## src/rtl/xcvr_rst_pkg.sv

```systemverilog
package xcvr_rst_pkg;

    typedef enum logic [2:0] {
        ST_HOLD,
        ST_PLL_RST,
        ST_WAIT_LOCK,
        ST_WAIT_UCLK,
        ST_WAIT_DONE,
        ST_DONE,
        ST_LOST
    } seq_state_e;

    typedef struct packed {
        logic pll_rst;
        logic dp_rst;
        logic usr_rdy;
        logic done;
        logic byp_start;
    } seq_out_t;

    function automatic seq_out_t decode_state(seq_state_e s, logic byp);
        seq_out_t o;
        o.pll_rst   = (s == ST_HOLD) || (s == ST_PLL_RST);
        o.dp_rst    = o.pll_rst || (s == ST_WAIT_LOCK);
        o.usr_rdy   = (s == ST_WAIT_DONE) || (s == ST_DONE) || (s == ST_LOST);
        o.done      = (s == ST_DONE);
        o.byp_start = byp;
        return o;
    endfunction

endpackage

```

## src/rtl/xrs_sync.sv

```systemverilog
module xrs_sync #(
    parameter int W = 1
) (
    input  logic         clk,
    input  logic         rst,
    input  logic [W-1:0] d,
    output logic [W-1:0] q
);
    logic [W-1:0] meta;

    always_ff @(posedge clk) begin
        if (rst) begin
            meta <= '0;
            q    <= '0;
        end else begin
            meta <= d;
            q    <= meta;
        end
    end
endmodule

```

## src/rtl/xrs_pg_hold.sv

```systemverilog
module xrs_pg_hold #(
    parameter int NCH     = 4,
    parameter bit DLY_EN  = 1'b1,
    parameter int DLY_CYC = 64
) (
    input  logic           clk,
    input  logic           rst,
    input  logic [NCH-1:0] pg_s,
    output logic           pg_ok
);
    logic pg_all;
    assign pg_all = &pg_s;

    generate
        if (DLY_EN) begin : g_delay
            localparam int DW = $clog2(DLY_CYC + 1);
            logic [DW-1:0] cnt;
            always_ff @(posedge clk) begin
                if (rst) begin
                    cnt   <= '0;
                    pg_ok <= 1'b0;
                end else if (!pg_ok) begin
                    if (!pg_all) begin
                        cnt <= '0;
                    end else if (cnt == DW'(DLY_CYC - 1)) begin
                        pg_ok <= 1'b1;
                    end else begin
                        cnt <= cnt + 1'b1;
                    end
                end
            end
        end else begin : g_direct
            always_ff @(posedge clk) begin
                if (rst) begin
                    pg_ok <= 1'b0;
                end else if (pg_all) begin
                    pg_ok <= 1'b1;
                end
            end
        end
    endgenerate
endmodule

```

## src/rtl/xrs_dir_seq.sv

```systemverilog
module xrs_dir_seq
    import xcvr_rst_pkg::*;
#(
    parameter int TMO_CYC     = 1000,
    parameter int PLL_RST_CYC = 8,
    parameter bit BYPASS      = 1'b1
) (
    input  logic     clk,
    input  logic     rst,
    input  logic     start,
    input  logic     req,
    input  logic     lock_ok,
    input  logic     uclk_ok,
    input  logic     rdone_ok,
    output seq_out_t out
);
    localparam int MAXC = (TMO_CYC > PLL_RST_CYC) ? TMO_CYC : PLL_RST_CYC;
    localparam int CW   = $clog2(MAXC + 1);

    seq_state_e    state;
    logic [CW-1:0] cnt;
    logic          byp_q;
    logic          tmo;

    assign tmo = (cnt == CW'(TMO_CYC - 1));

    always_ff @(posedge clk) begin
        if (rst) begin
            state <= ST_HOLD;
            cnt   <= '0;
            byp_q <= 1'b0;
        end else begin
            byp_q <= 1'b0;
            cnt   <= cnt + 1'b1;
            if (req && state != ST_HOLD) begin
                state <= ST_PLL_RST;
                cnt   <= '0;
            end else begin
                case (state)
                    ST_HOLD: begin
                        cnt <= '0;
                        if (start) state <= ST_PLL_RST;
                    end
                    ST_PLL_RST: begin
                        if (cnt == CW'(PLL_RST_CYC - 1)) begin
                            state <= ST_WAIT_LOCK;
                            cnt   <= '0;
                        end
                    end
                    ST_WAIT_LOCK: begin
                        if (lock_ok) begin
                            state <= ST_WAIT_UCLK;
                            cnt   <= '0;
                        end else if (tmo) begin
                            state <= ST_PLL_RST;
                            cnt   <= '0;
                        end
                    end
                    ST_WAIT_UCLK: begin
                        if (uclk_ok) begin
                            state <= ST_WAIT_DONE;
                            cnt   <= '0;
                        end else if (tmo) begin
                            state <= ST_PLL_RST;
                            cnt   <= '0;
                        end
                    end
                    ST_WAIT_DONE: begin
                        if (rdone_ok) begin
                            state <= ST_DONE;
                            cnt   <= '0;
                            byp_q <= BYPASS;
                        end else if (tmo) begin
                            state <= ST_PLL_RST;
                            cnt   <= '0;
                        end
                    end
                    ST_DONE: begin
                        cnt <= '0;
                        if (!lock_ok) state <= ST_LOST;
                    end
                    default: begin
                        cnt <= '0;
                    end
                endcase
            end
        end
    end

    assign out = decode_state(state, byp_q);
endmodule

```

## src/rtl/xcvr_rst_seq.sv

```systemverilog
module xcvr_rst_seq
    import xcvr_rst_pkg::*;
#(
    parameter int NCH         = 4,
    parameter bit PG_DLY_EN   = 1'b1,
    parameter int PG_DLY_CYC  = 64,
    parameter int TMO_CYC     = 1000,
    parameter int PLL_RST_CYC = 8,
    parameter bit TX_BYPASS   = 1'b1,
    parameter bit RX_BYPASS   = 1'b1
) (
    input  logic           clk,
    input  logic           rst,
    input  logic [NCH-1:0] pwr_good_i,
    input  logic [NCH-1:0] tx_lock_i,
    input  logic [NCH-1:0] rx_lock_i,
    input  logic [NCH-1:0] tx_rdone_i,
    input  logic [NCH-1:0] rx_rdone_i,
    input  logic           tx_uclk_act_i,
    input  logic           rx_uclk_act_i,
    input  logic           tx_rst_req_i,
    input  logic           rx_rst_req_i,
    output logic           tx_pll_rst_o,
    output logic           tx_dp_rst_o,
    output logic           tx_usr_rdy_o,
    output logic           tx_done_o,
    output logic           tx_byp_start_o,
    output logic           rx_pll_rst_o,
    output logic           rx_dp_rst_o,
    output logic           rx_usr_rdy_o,
    output logic           rx_done_o,
    output logic           rx_byp_start_o
);
    localparam int SW = 5 * NCH + 2;

    logic [NCH-1:0] pg_s, tx_lock_s, rx_lock_s, tx_rdone_s, rx_rdone_s;
    logic           tx_uclk_s, rx_uclk_s;
    logic           pg_ok;
    logic           init_done;
    seq_out_t       tx_out, rx_out;

    xrs_sync #(.W(SW)) u_sync (
        .clk (clk),
        .rst (rst),
        .d   ({pwr_good_i, tx_lock_i, rx_lock_i, tx_rdone_i, rx_rdone_i,
               tx_uclk_act_i, rx_uclk_act_i}),
        .q   ({pg_s, tx_lock_s, rx_lock_s, tx_rdone_s, rx_rdone_s,
               tx_uclk_s, rx_uclk_s})
    );

    xrs_pg_hold #(.NCH(NCH), .DLY_EN(PG_DLY_EN), .DLY_CYC(PG_DLY_CYC)) u_pg (
        .clk   (clk),
        .rst   (rst),
        .pg_s  (pg_s),
        .pg_ok (pg_ok)
    );

    always_ff @(posedge clk) begin
        if (rst) begin
            init_done <= 1'b0;
        end else if (tx_out.done && rx_out.done) begin
            init_done <= 1'b1;
        end
    end

    xrs_dir_seq #(.TMO_CYC(TMO_CYC), .PLL_RST_CYC(PLL_RST_CYC), .BYPASS(TX_BYPASS)) u_tx (
        .clk      (clk),
        .rst      (rst),
        .start    (pg_ok),
        .req      (tx_rst_req_i && init_done),
        .lock_ok  (&tx_lock_s),
        .uclk_ok  (tx_uclk_s),
        .rdone_ok (&tx_rdone_s),
        .out      (tx_out)
    );

    xrs_dir_seq #(.TMO_CYC(TMO_CYC), .PLL_RST_CYC(PLL_RST_CYC), .BYPASS(RX_BYPASS)) u_rx (
        .clk      (clk),
        .rst      (rst),
        .start    (pg_ok),
        .req      (rx_rst_req_i && init_done),
        .lock_ok  (&rx_lock_s),
        .uclk_ok  (rx_uclk_s),
        .rdone_ok (&rx_rdone_s),
        .out      (rx_out)
    );

    assign tx_pll_rst_o   = tx_out.pll_rst;
    assign tx_dp_rst_o    = tx_out.dp_rst;
    assign tx_usr_rdy_o   = tx_out.usr_rdy;
    assign tx_done_o      = tx_out.done;
    assign tx_byp_start_o = tx_out.byp_start;
    assign rx_pll_rst_o   = rx_out.pll_rst;
    assign rx_dp_rst_o    = rx_out.dp_rst;
    assign rx_usr_rdy_o   = rx_out.usr_rdy;
    assign rx_done_o      = rx_out.done;
    assign rx_byp_start_o = rx_out.byp_start;
endmodule

```

## config.mk

```make
export PLATFORM = sky130hd
export DESIGN_NAME = xcvr_rst_seq
export DESIGN_NICKNAME = d
export VERILOG_FILES = /design/src/rtl/xcvr_rst_pkg.sv /design/src/rtl/xrs_sync.sv /design/src/rtl/xrs_pg_hold.sv /design/src/rtl/xrs_dir_seq.sv /design/src/rtl/xcvr_rst_seq.sv
export SDC_FILE = /design/constraint.sdc
export NUM_CORES = 1
export LEC_CHECK = 0
export BUFFER_PORTS_ARGS = -buffer_cell sky130_fd_sc_hd__buf_2
export CAP_MARGIN = 20
export CORE_MARGIN = 10
export CORE_UTILIZATION = 35
export CTS_BUF_LIST = sky130_fd_sc_hd__clkbuf_16
export DETAILED_ROUTE_END_ITERATION = 10
export PLACE_DENSITY = 0.63
export SKIP_CTS_REPAIR_TIMING = 1
export SYNTH_ARGS = -nofsm -noshare
export SYNTH_HDL_FRONTEND = slang
export SYNTH_SLANG_ARGS = --single-unit
export TNS_END_PERCENT = 20
```

## constraint.sdc

```tcl
create_clock -name clk -period 2.2 [get_ports clk]
set_input_delay 0.44 -clock clk [delete_from_list [all_inputs] [get_ports clk]]
set_output_delay 0.44 -clock clk [all_outputs]
set_load 0.05 [all_outputs]
```

# == Word level (Yosys, flattened, before mapping) ==
# Index checks and enable logic that the tools add are counted.
# totals
regBits,81
out_inout_bits,10
wordCells,120
# classes
add_sub_neg,3
n_eq_ne,30
mux,36
bitwise,3
reduce_logical,35
# op_table
op,n
10-bit two-way mux,10
10-bit case mux with 4 select lines,2
3-bit two-way mux,13
3-bit case mux with 6 select lines,2
4-bit AND reduction,9
"10-bit by 1-bit adder with 10-bit output, second input constant",2
"10-bit == test, second input constant",2
"10-bit by 3-bit == test with 1-bit output, second input constant",2
"3-bit == test, second input constant",6
7-bit two-way mux,2
7-bit nonzero test,2
"3-bit by 2-bit == test with 1-bit output, second input constant",4
6-bit nonzero test,2
"2-bit inequality test, second input constant",5
1-bit logical OR,8
"7-bit by 1-bit adder with 7-bit output, second input constant",1
"7-bit by 6-bit == test with 1-bit output, second input constant",1
1-bit two-way mux,7
"3-bit by 1-bit == test with 1-bit output, second input constant",2
3-bit logical NOT,2
"3-bit by 1-bit inequality test with 1-bit output, second input constant",2
"3-bit by 2-bit inequality test with 1-bit output, second input constant",2
"3-bit inequality test, second input constant",2
3-bit nonzero test,2
other kinds (6),15

# == Longest topological paths before layout ==
# Gate-level depths: netlist of run 1.
# depth
ltp_word,5
mapped_depth,7

# == Modules after synthesis ==
# Synthesis of run 1 repeated with hierarchy kept, for this count alone.
# hier_totals
cells_unflattened,379
hier_area_um2,3676.0
# by_module_without_submodules
mod,n_inst,cells_each,area_per_inst_um2,seq_area_each_um2
xrs_dir_seq,2,116,1002.2,280.3
xrs_sync,1,92,1176.1,880.8
xrs_pg_hold,1,46,419.2,160.2
xcvr_rst_seq,1,9,76.3,20.0

# == Worst setup path before layout of run 1 ==
# Ideal clock, no wire load.
# synth_timing
kind,register to register
startpoint,register u_tx.state[1]
endpoint,register u_tx.cnt[7]
setup_time_ps,62
arrival_time_ps,1888
required_time_ps,2138
path_slack_ps,250
path_stages_with_launch,8
path_buffers,2
synth_period_minus_slack_ps,1950
path_cell_list,dfxtp_1 > buf_6 > nor2_1 > a21o_1 > nand2b_1 > a21o_1 > buf_6 > nor2_2
# synth_via
elab_chain_cells,3
# synth_lines
element,line_no,rtl
from (decl),xrs_dir_seq.sv:20,seq_state_e state;
from (signal assigned),xrs_dir_seq.sv:29,state <= ST_HOLD;
from (signal assigned),xrs_dir_seq.sv:36,state <= ST_PLL_RST;
from (signal assigned),xrs_dir_seq.sv:42,if (start) state <= ST_PLL_RST;
branches (longest 3 deep; another with 10-bit case mux with 4 select lines),--,
to (signal assigned),xrs_dir_seq.sv:34,cnt <= cnt + 1'b1;
to (decl),xrs_dir_seq.sv:21,logic [CW-1:0] cnt;
# Parallel ways; which one is timed is not known.
# A chain may end at the register's enable or synchronous reset.

# == Worst setup path in the final report of run 1 ==
# layout_timing
startpoint,register u_tx.state[0]
endpoint,output tx_done_o
# layout_via
elab_chain_cells,1
# layout_lines
element,line_no,rtl
3-bit == test,xcvr_rst_pkg.sv:26,o.done = (s == ST_DONE);
to (decl),xcvr_rst_seq.sv:26,"output logic tx_done_o,"
# Every way passes these cells.

==> results of run 1 <==
-- cells in the final DEF, fill, tap and decap left out, types with 5 or more instances in the layout --
master and instances:
sky130_fd_sc_hd__xnor2_1 10, sky130_fd_sc_hd__nor3_1 8, sky130_fd_sc_hd__nor2b_1 45, sky130_fd_sc_hd__nor4_1 5, sky130_fd_sc_hd__xor2_1 11, sky130_fd_sc_hd__nand2b_1 5, sky130_fd_sc_hd__inv_1 8, sky130_fd_sc_hd__and3_1 5
sky130_fd_sc_hd__a21oi_1 16, sky130_fd_sc_hd__nor2_2 9, sky130_fd_sc_hd__nand3_1 11, sky130_fd_sc_hd__buf_2 35, sky130_fd_sc_hd__clkbuf_16 9, sky130_fd_sc_hd__nand4_1 6, sky130_fd_sc_hd__dfxtp_1 81, sky130_fd_sc_hd__nor2_1 31
sky130_fd_sc_hd__nand2_1 15, sky130_fd_sc_hd__and4_1 5
-- flip-flops by register name, summed over array words and instances (netlist names) --
name,count
init_done,1
u_pg.g_delay.cnt,7
u_pg.pg_ok,1
u_rx.byp_q,1
u_rx.cnt,10
u_rx.state,3
u_sync.meta,22
u_sync.q,22
u_tx.byp_q,1
u_tx.cnt,10
u_tx.state,3
-- path summary, 6_finish.rpt --
kind | from | end
setup reg to reg | u_rx.cnt[0] | u_rx.cnt[6]
hold reg to reg | u_sync.meta[18] | u_sync.q[18]
setup / recovery | u_tx.state[0] | tx_done_o
hold / removal | tx_rdone_i[3] | u_sync.meta[9]
-- final cells by class --
cell class | count | area [sq um]
Fill cell | 845 | 5066
Sequential cell | 81 | 1622
Multi-Input combinational cell | 229 | 1436
Clock buffer | 9 | 225.2
Timing Repair Buffer | 38 | 197.7
Tap cell | 108 | 135.1
Clock inverter | 7 | 76.32
Inverter | 9 | 47.55
-- metal layers --
layer | GRT usage (%) | vias up | share of wire (%)
li1 | - | 1205 | -
met3 | 3.177 | 6 | 5.1
met1 | 11.04 | 1002 | 50
met5 | 0 | - | 0
met2 | 13.20 | 53 | 44
met4 | 4.223 | 0 | 1.1
-- cells by family (layout without fill, tap and decap cells) --
family | after synthesis | in the layout | share of synthesized area, %
AO/OA/AOI/OAI | 46 | 46 | 9.902
XOR/XNOR | 21 | 21 | 5.776
adder cells (fa/ha/maj) | 3 | 3 | 1.179
buffers and inverters | 23 | 63 | 3.969
flip-flops | 81 | 81 | 50.92
AND/OR/NAND/NOR | 159 | 159 | 28.25
-- metrics by stage --
| stage | instances | instance area (sq um) | hold WS (ns) | worst slack, ns |
|---|---|---|---|---|
| floorplan | 333 | 3184 | 0.4138 | 0.2501 |
| global placement | 465 | 3438 | 0.4224 | 0.2728 |
| detailed placement | 465 | 3438 | 0.4212 | 0.2117 |
| CTS | 481 | 3740 | 0.3067 | 0.1482 |
| global route | 481 | 3740 | 0.3216 | 0.03240 |
| finish | 481 | 3740 | 0.3181 | 0.1771 |
-- power groups by stage --
stage | clock, mW | combinational, mW | sequential, mW
5_1_grt | 1.59 | 0.111 | 1.53
6_report | 1.48 | 0.0962 | 1.53
4_1_cts | 1.52 | 0.0983 | 1.53
3_3_place_gp | 0 | 0.0960 | 1.56
3_5_place_dp | 0 | 0.0983 | 1.56
2_1_floorplan | 0 | 0.0735 | 1.55
-- worst max-delay path, delay by kind of cell (launching register included) --
family / cells / cell delay, ns
and+or+nand+nor: 1 / 0.22
DFF: 1 / 0.54
buffers and inverters: 2 / 0.50
==> flow_metrics.env, run 1 <==
export IMPL_run_status="completed"
export IMPL_clock_sink_count=81
export IMPL_yosys_warnings=0
export IMPL_hold_viol_final=0
export IMPL_synth_largest_type_area_fraction_pct=50.92
export IMPL_grt_antenna_before_repair=0
export IMPL_clock_pin_transition_on_the_worst_setup_and_hold_timing_paths_ns=0.06
export IMPL_relSlewSlack_pct=67.46
export IMPL_worstPathArrival_ns=1.58
export IMPL_number_of_detailed_route_iterations_in_the_first_pass=4
export IMPL_cts_tree="done"
export IMPL_row_count=34
export IMPL_clock_tree_buffer_depth=2
export IMPL_synth_most_common_cell="sky130_fd_sc_hd__dfxtp_1"
export IMPL_power_leakage_nw=1.362
export IMPL_slowest_stage="sky130_fd_sc_hd__dfxtp_1"
export IMPL_pwr_share_clk_pct=47.7
export IMPL_seq_power_share_pct=49.2
export IMPL_ys_seq_elements=81
export IMPL_setup_tns_ns=0
export IMPL_power_density_nw_per_um2=830.5
export IMPL_syn_mean_instance_area_sq_um=9.562
export IMPL_register_to_register_path_setup_slack_ns=0.20
export IMPL_via_count_of_the_first_global_routing_pass=2120
export IMPL_diodes=0
export IMPL_series_of_cell_instances_along_the_critical_path="inv_1 -> nor2_1 -> buf_2"
export IMPL_async_reset_ff_share_pct=0
export IMPL_initial_core_util_pct=36.16
export IMPL_worst_path_largest_cell_delay_ns=0.54
export IMPL_avgViaCountPerCell=4.711
export IMPL_grt_total_usage_pct=8.824
export IMPL_finish_utilization_pct=42.47
export IMPL_ys_top_cells_by_count="81 x sky130_fd_sc_hd__dfxtp_1, 45 x sky130_fd_sc_hd__nor2b_1, 31 x sky130_fd_sc_hd__nor2_1, 16 x sky130_fd_sc_hd__a21oi_1, 15 x sky130_fd_sc_hd__nand2_1"
export IMPL_route_vias_total=2266
export IMPL_setup_viol=0
export IMPL_grt_max_degree=47
export IMPL_worst_pin_slew_ns=0.4874
export IMPL_clk_latency_ns=0.33
export IMPL_core_area_sq_um=8806
export IMPL_netlist_top_cells_area="sky130_fd_sc_hd__dfxtp_1 51%, sky130_fd_sc_hd__nor2b_1 8.8%, sky130_fd_sc_hd__nor2_1 3.7%, sky130_fd_sc_hd__xor2_1 3.0%, sky130_fd_sc_hd__xnor2_1 2.8%"
export IMPL_crit_type="flop to output port"
export IMPL_fmaxAchievable_ghz=0.4943
export IMPL_synth_cell_area_sq_um=3184
export IMPL_rsz0062_at_grt="no"
export IMPL_final_nets=397
export IMPL_r2r_worst_path_cells=6
export IMPL_worst_setup_path_start_kind="flop"
export IMPL_port_buffers=35
export IMPL_floorplan_die_height_um=115.4
export IMPL_wirelength_mm=5.655
export IMPL_synth_nets=362
export IMPL_post_drt_wl_per_cell_um=11.76
export IMPL_grt_overflow_total=0
export IMPL_synthesis_instances=333
export IMPL_min_period_ns=2.023
export IMPL_worst_setup_path_end_kind="output port"
export IMPL_worstPathMaxFanout=11
export IMPL_sw_ratio_pct=21.28
export IMPL_ioPinCount=36
export IMPL_synth_edff_count=0
export IMPL_drive_gt1_share_pct=18.77
export IMPL_p_int_mw=2.445
export IMPL_floorplan_die_width_um=115.4
export IMPL_ir_worst_vdd_v=0.0004296
export IMPL_gp_congestion=0.8252
export IMPL_cts_made_buffers=9
export IMPL_report_power_total_mw=3.106
export IMPL_first_iter_violations=69
export IMPL_clock_root_buffer="sky130_fd_sc_hd__clkbuf_16"
export IMPL_worst_hold_path_num_cells=2
export IMPL_switching_component_of_the_power_uw=660.9
export IMPL_grt_pass1_wl_mm=9.563
export IMPL_synth_seq_area_share_pct=50.92
export IMPL_fraction_of_the_cycle_the_final_worst_path_needs_pct=91.95
export IMPL_power_combinational_fraction_pct=3.1
export IMPL_holdCritPathClass="input pin to flop"
export IMPL_cp_data_required_time_ns=1.76
export IMPL_dominantRegCellSynth="sky130_fd_sc_hd__dfxtp_1"
export IMPL_max_cap_viol_count=0
export IMPL_synth_cell_type_count=50
export IMPL_die_area_sq_um=13310
export IMPL_place_detailed_hpwl_mm=4.098
export IMPL_timing_clock_skew_ns=0.007964
export IMPL_antenna_left=0
export IMPL_synth_area_leader_cell="sky130_fd_sc_hd__dfxtp_1"
export IMPL_post_route_drc_count=0
export IMPL_final_max_slew_violation_count=0
export IMPL_flow_area_growth_from_synthesis_pct=17.45
export IMPL_htree_num_levels=3
Note: power is estimated with default switching activity, not from simulation.
==> run 2, diff against run 1 <==
--- a/config.mk
+++ b/config.mk
@@ -15,5 +15,6 @@
 export SKIP_CTS_REPAIR_TIMING = 1
 export SYNTH_ARGS = -nofsm -noshare
 export SYNTH_HDL_FRONTEND = slang
+export SYNTH_HIERARCHICAL = 1
 export SYNTH_SLANG_ARGS = --single-unit
 export TNS_END_PERCENT = 20
==> run 2 against run 1 <==
Compared with the run above: flip-flop and latch count is the same; die area grew 13%; via count grew 27%; setup slack lost 0.051 ns; critical endpoint unchanged; final cell count grew 15%.
==> flow_metrics.env, run 2 <==
export IMPL_relSlewSlack_pct=60.63
export IMPL_crit_type="flop to output port"
export IMPL_async_reset_ff_share_pct=0
export IMPL_synth_area_leader_cell="sky130_fd_sc_hd__dfxtp_1"
export IMPL_r2r_worst_path_cells=4
export IMPL_worst_pin_slew_ns=0.5897
export IMPL_setup_tns_ns=0
export IMPL_ir_worst_vdd_v=0.0003763
export IMPL_grt_overflow_total=0
export IMPL_die_area_sq_um=15000
export IMPL_postPlaceCellArea_sq_um=3928
export IMPL_flow_area_growth_from_synthesis_pct=14.77
export IMPL_wirelength_mm=7.538
export IMPL_critical_path_endpoint="tx_done_o"
export IMPL_diodes=0
export IMPL_grt_total_usage_pct=10.25
export IMPL_synth_top_family_by_area="simple AND/OR/NAND/NOR gates"
export IMPL_synth_largest_type_area_fraction_pct=44.11
export IMPL_grt_antenna_before_repair=0
export IMPL_clock_root_buffer="sky130_fd_sc_hd__clkbuf_16"
export IMPL_initial_core_util_pct=35.77
export IMPL_htree_num_levels=3
export IMPL_grt_pass1_wl_mm=12.74
export IMPL_worst_setup_path_end_kind="output port"
export IMPL_post_synth_and_or_nand_nor_area_fraction_pct=27.26
export IMPL_first_iter_violations=187
export IMPL_yosys_area_share_xor_xnor_pct=3.812
export IMPL_worstPathMaxFanout=17
export IMPL_worst_path_dominant_cell_family="simple AND/OR/NAND/NOR gates"
export IMPL_synth_cell_type_count=52
export IMPL_timing_clock_skew_ns=0.005730
export IMPL_finalInstanceArea_sq_um=4219
export IMPL_clock_pin_transition_on_the_worst_setup_and_hold_timing_paths_ns=0.06
export IMPL_ioPinCount=36
export IMPL_final_max_slew_violation_count=0
export IMPL_layout_cells_most_common="sky130_fd_sc_hd__dfxtp_1"
export IMPL_worst_path_largest_cell_delay_ns=0.49
export IMPL_core_area_sq_um=10280
export IMPL_antenna_left=0
export IMPL_fmaxAchievable_ghz=0.4823
export IMPL_synth_cell_area_sq_um=3676
export IMPL_setup_viol=0
export IMPL_cts_tree="done"
export IMPL_final_seq_area_sq_um=1623
export IMPL_run_status="completed"
export IMPL_cp_data_required_time_ns=1.76
export IMPL_rr_startpoint="u_tx/state[1]"
export IMPL_fill_cells=1039
export IMPL_synth_nets=408
export IMPL_avgViaCountPerCell=5.200
export IMPL_most_common_layout_cells="80 x sky130_fd_sc_hd__dfxtp_1, 45 x sky130_fd_sc_hd__nor2b_1, 35 x sky130_fd_sc_hd__buf_2"
export IMPL_port_buffers=35
export IMPL_worstSetupPathDepth=3
export IMPL_dpl_worst_slack_ns=0.3831
export IMPL_worst_setup_path_start_kind="flop"
export IMPL_dominantRegCellSynth="sky130_fd_sc_hd__dfxtp_1"
export IMPL_floorplan_die_width_um=122.5
export IMPL_max_cap_viol_count=0
export IMPL_clock_sink_count=81
export IMPL_cts_made_buffers=9
export IMPL_synth_compound_area_share_pct=17.90
export IMPL_ys_seq_elements=81
export IMPL_floorplan_die_height_um=122.5
export IMPL_postLayoutSetupSlackWorst_ns=0.1266
export IMPL_row_count=37
export IMPL_yosys_warnings=6
export IMPL_slowest_stage="sky130_fd_sc_hd__dfxtp_1"
export IMPL_holdCritPathClass="input pin to flop"
export IMPL_multi_input_comb_area_sq_um=1848
export IMPL_via_count_of_the_first_global_routing_pass=2750
export IMPL_syn_mean_instance_area_sq_um=9.699
export IMPL_route_vias_total=2881
export IMPL_power_leakage_nw=1.479
export IMPL_muxShareOfSynthArea_pct=0.2723
export IMPL_min_period_ns=2.073
export IMPL_finish_utilization_pct=41.05
export IMPL_rsz0062_at_grt="no"
export IMPL_netlist_top_cells_area="sky130_fd_sc_hd__dfxtp_1 44%, sky130_fd_sc_hd__nor2b_1 7.7%, sky130_fd_sc_hd__a311oi_1 4.8%, sky130_fd_sc_hd__xnor2_1 2.9%, sky130_fd_sc_hd__nor2_1 2.5%"
export IMPL_gp_congestion=0.8807
export IMPL_clock_tree_buffer_depth=2
export IMPL_biggestRegsByFlops="u_sync/meta: 22 flops, u_sync/q: 22 flops"
export IMPL_synth_edff_count=0
export IMPL_grt_max_degree=35
export IMPL_synth_seq_area_share_pct=44.11
export IMPL_place_detailed_hpwl_mm=5.502
export IMPL_post_route_drc_count=0
export IMPL_r2r_end="u_tx/cnt[3]"
export IMPL_cp_startpoint="u_tx/state[1]"
export IMPL_drive_gt1_share_pct=21.05
export IMPL_fraction_of_the_cycle_the_final_worst_path_needs_pct=94.25
export IMPL_power_density_nw_per_um2=709.6
export IMPL_synth_most_common_cell="sky130_fd_sc_hd__dfxtp_1"
export IMPL_synthesis_instances=379
export IMPL_clk_latency_ns=0.32
export IMPL_critPathBufInv=1
export IMPL_hold_viol_final=0
export IMPL_post_drt_wl_per_cell_um=13.61
export IMPL_series_of_cell_instances_along_the_critical_path="nand2b_1 -> nor2_1 -> buf_2"
export IMPL_worstPathArrival_ns=1.63
export IMPL_number_of_detailed_route_iterations_in_the_first_pass=4
export IMPL_synth_adder_area_share_pct=1.021
export IMPL_ys_top_cells_by_count="81 x sky130_fd_sc_hd__dfxtp_1, 45 x sky130_fd_sc_hd__nor2b_1, 24 x sky130_fd_sc_hd__nor2_1, 20 x sky130_fd_sc_hd__a311oi_1, 19 x sky130_fd_sc_hd__nand2_1"
export IMPL_register_to_register_path_setup_slack_ns=0.34
export IMPL_final_nets=442
[run 2: cell types whose count changed after synthesis, moves of 7 or more]
cell                       previous run  this run
sky130_fd_sc_hd__clkbuf_1            10         0
sky130_fd_sc_hd__a311oi_1             3        20
sky130_fd_sc_hd__nor2_2               9         2
sky130_fd_sc_hd__nor2_1              31        24
sky130_fd_sc_hd__xor2_1              11         4
[run 2: cells by family (layout without fill, tap and decap cells)]
logic type      after synthesis  in the layout
compound gates               85             85
flops                        81             81
mux                           1              1
buf+inv                      37             76
fa+ha+maj                     3              3
simple gates                156            156
xor+xnor                     16             16
[run 2: metal layers]
metal	global-route usage, %	vias up	share of wire [%]
li1	-	1434	-
met1	12.61	1356	46
met2	16.52	85	47
met3	3.030	6	6.3
met4	4.050	0	1.3
met5	0	-	0
[run 2: worst min path at each step]
stage / depth (start not counted) / end / slack [ns] / startpoint
5_1_grt: 2 / u_sync/meta[18] / 0.33 / pwr_good_i[0]
2_1_floorplan: 1 / u_sync/q[0] / 0.41 / u_sync/meta[0]
4_1_cts: 2 / u_sync/meta[20] / 0.31 / pwr_good_i[2]
3_3_place_gp: 1 / u_sync/q[19] / 0.42 / u_sync/meta[19]
3_5_place_dp: 1 / u_sync/q[8] / 0.42 / u_sync/meta[8]
6_report: 2 / u_sync/meta[7] / 0.32 / tx_rdone_i[1]
[run 2: area by class of cell]
| type | instances | area share, % |
|---|---|---|
| Tap cell | 136 | 4.033 |
| Inverter | 20 | 1.779 |
| Sequential cell | 81 | 38.46 |
| Clock inverter | 7 | 1.542 |
| Timing Repair Buffer | 40 | 5.042 |
| Multi-Input combinational cell | 261 | 43.80 |
| Clock buffer | 9 | 5.338 |
[run 2: power by group]
group	internal, mW	switching [mW]
Combinational	0.0392	0.0305
Sequential	1.50	0.00861
Clock	0.867	0.544
Total	2.41	0.583
[run 2: per-stage QoR]
stage          power, mW  hold WS [ns]  instances
4_1_cts            3.033        0.3129        554
2_1_floorplan      1.582        0.4138        379
5_1_grt            3.114        0.3286        554
3_3_place_gp       1.615        0.4235        538
6_report           2.994        0.3248        554
3_5_place_dp       1.617        0.4218        538
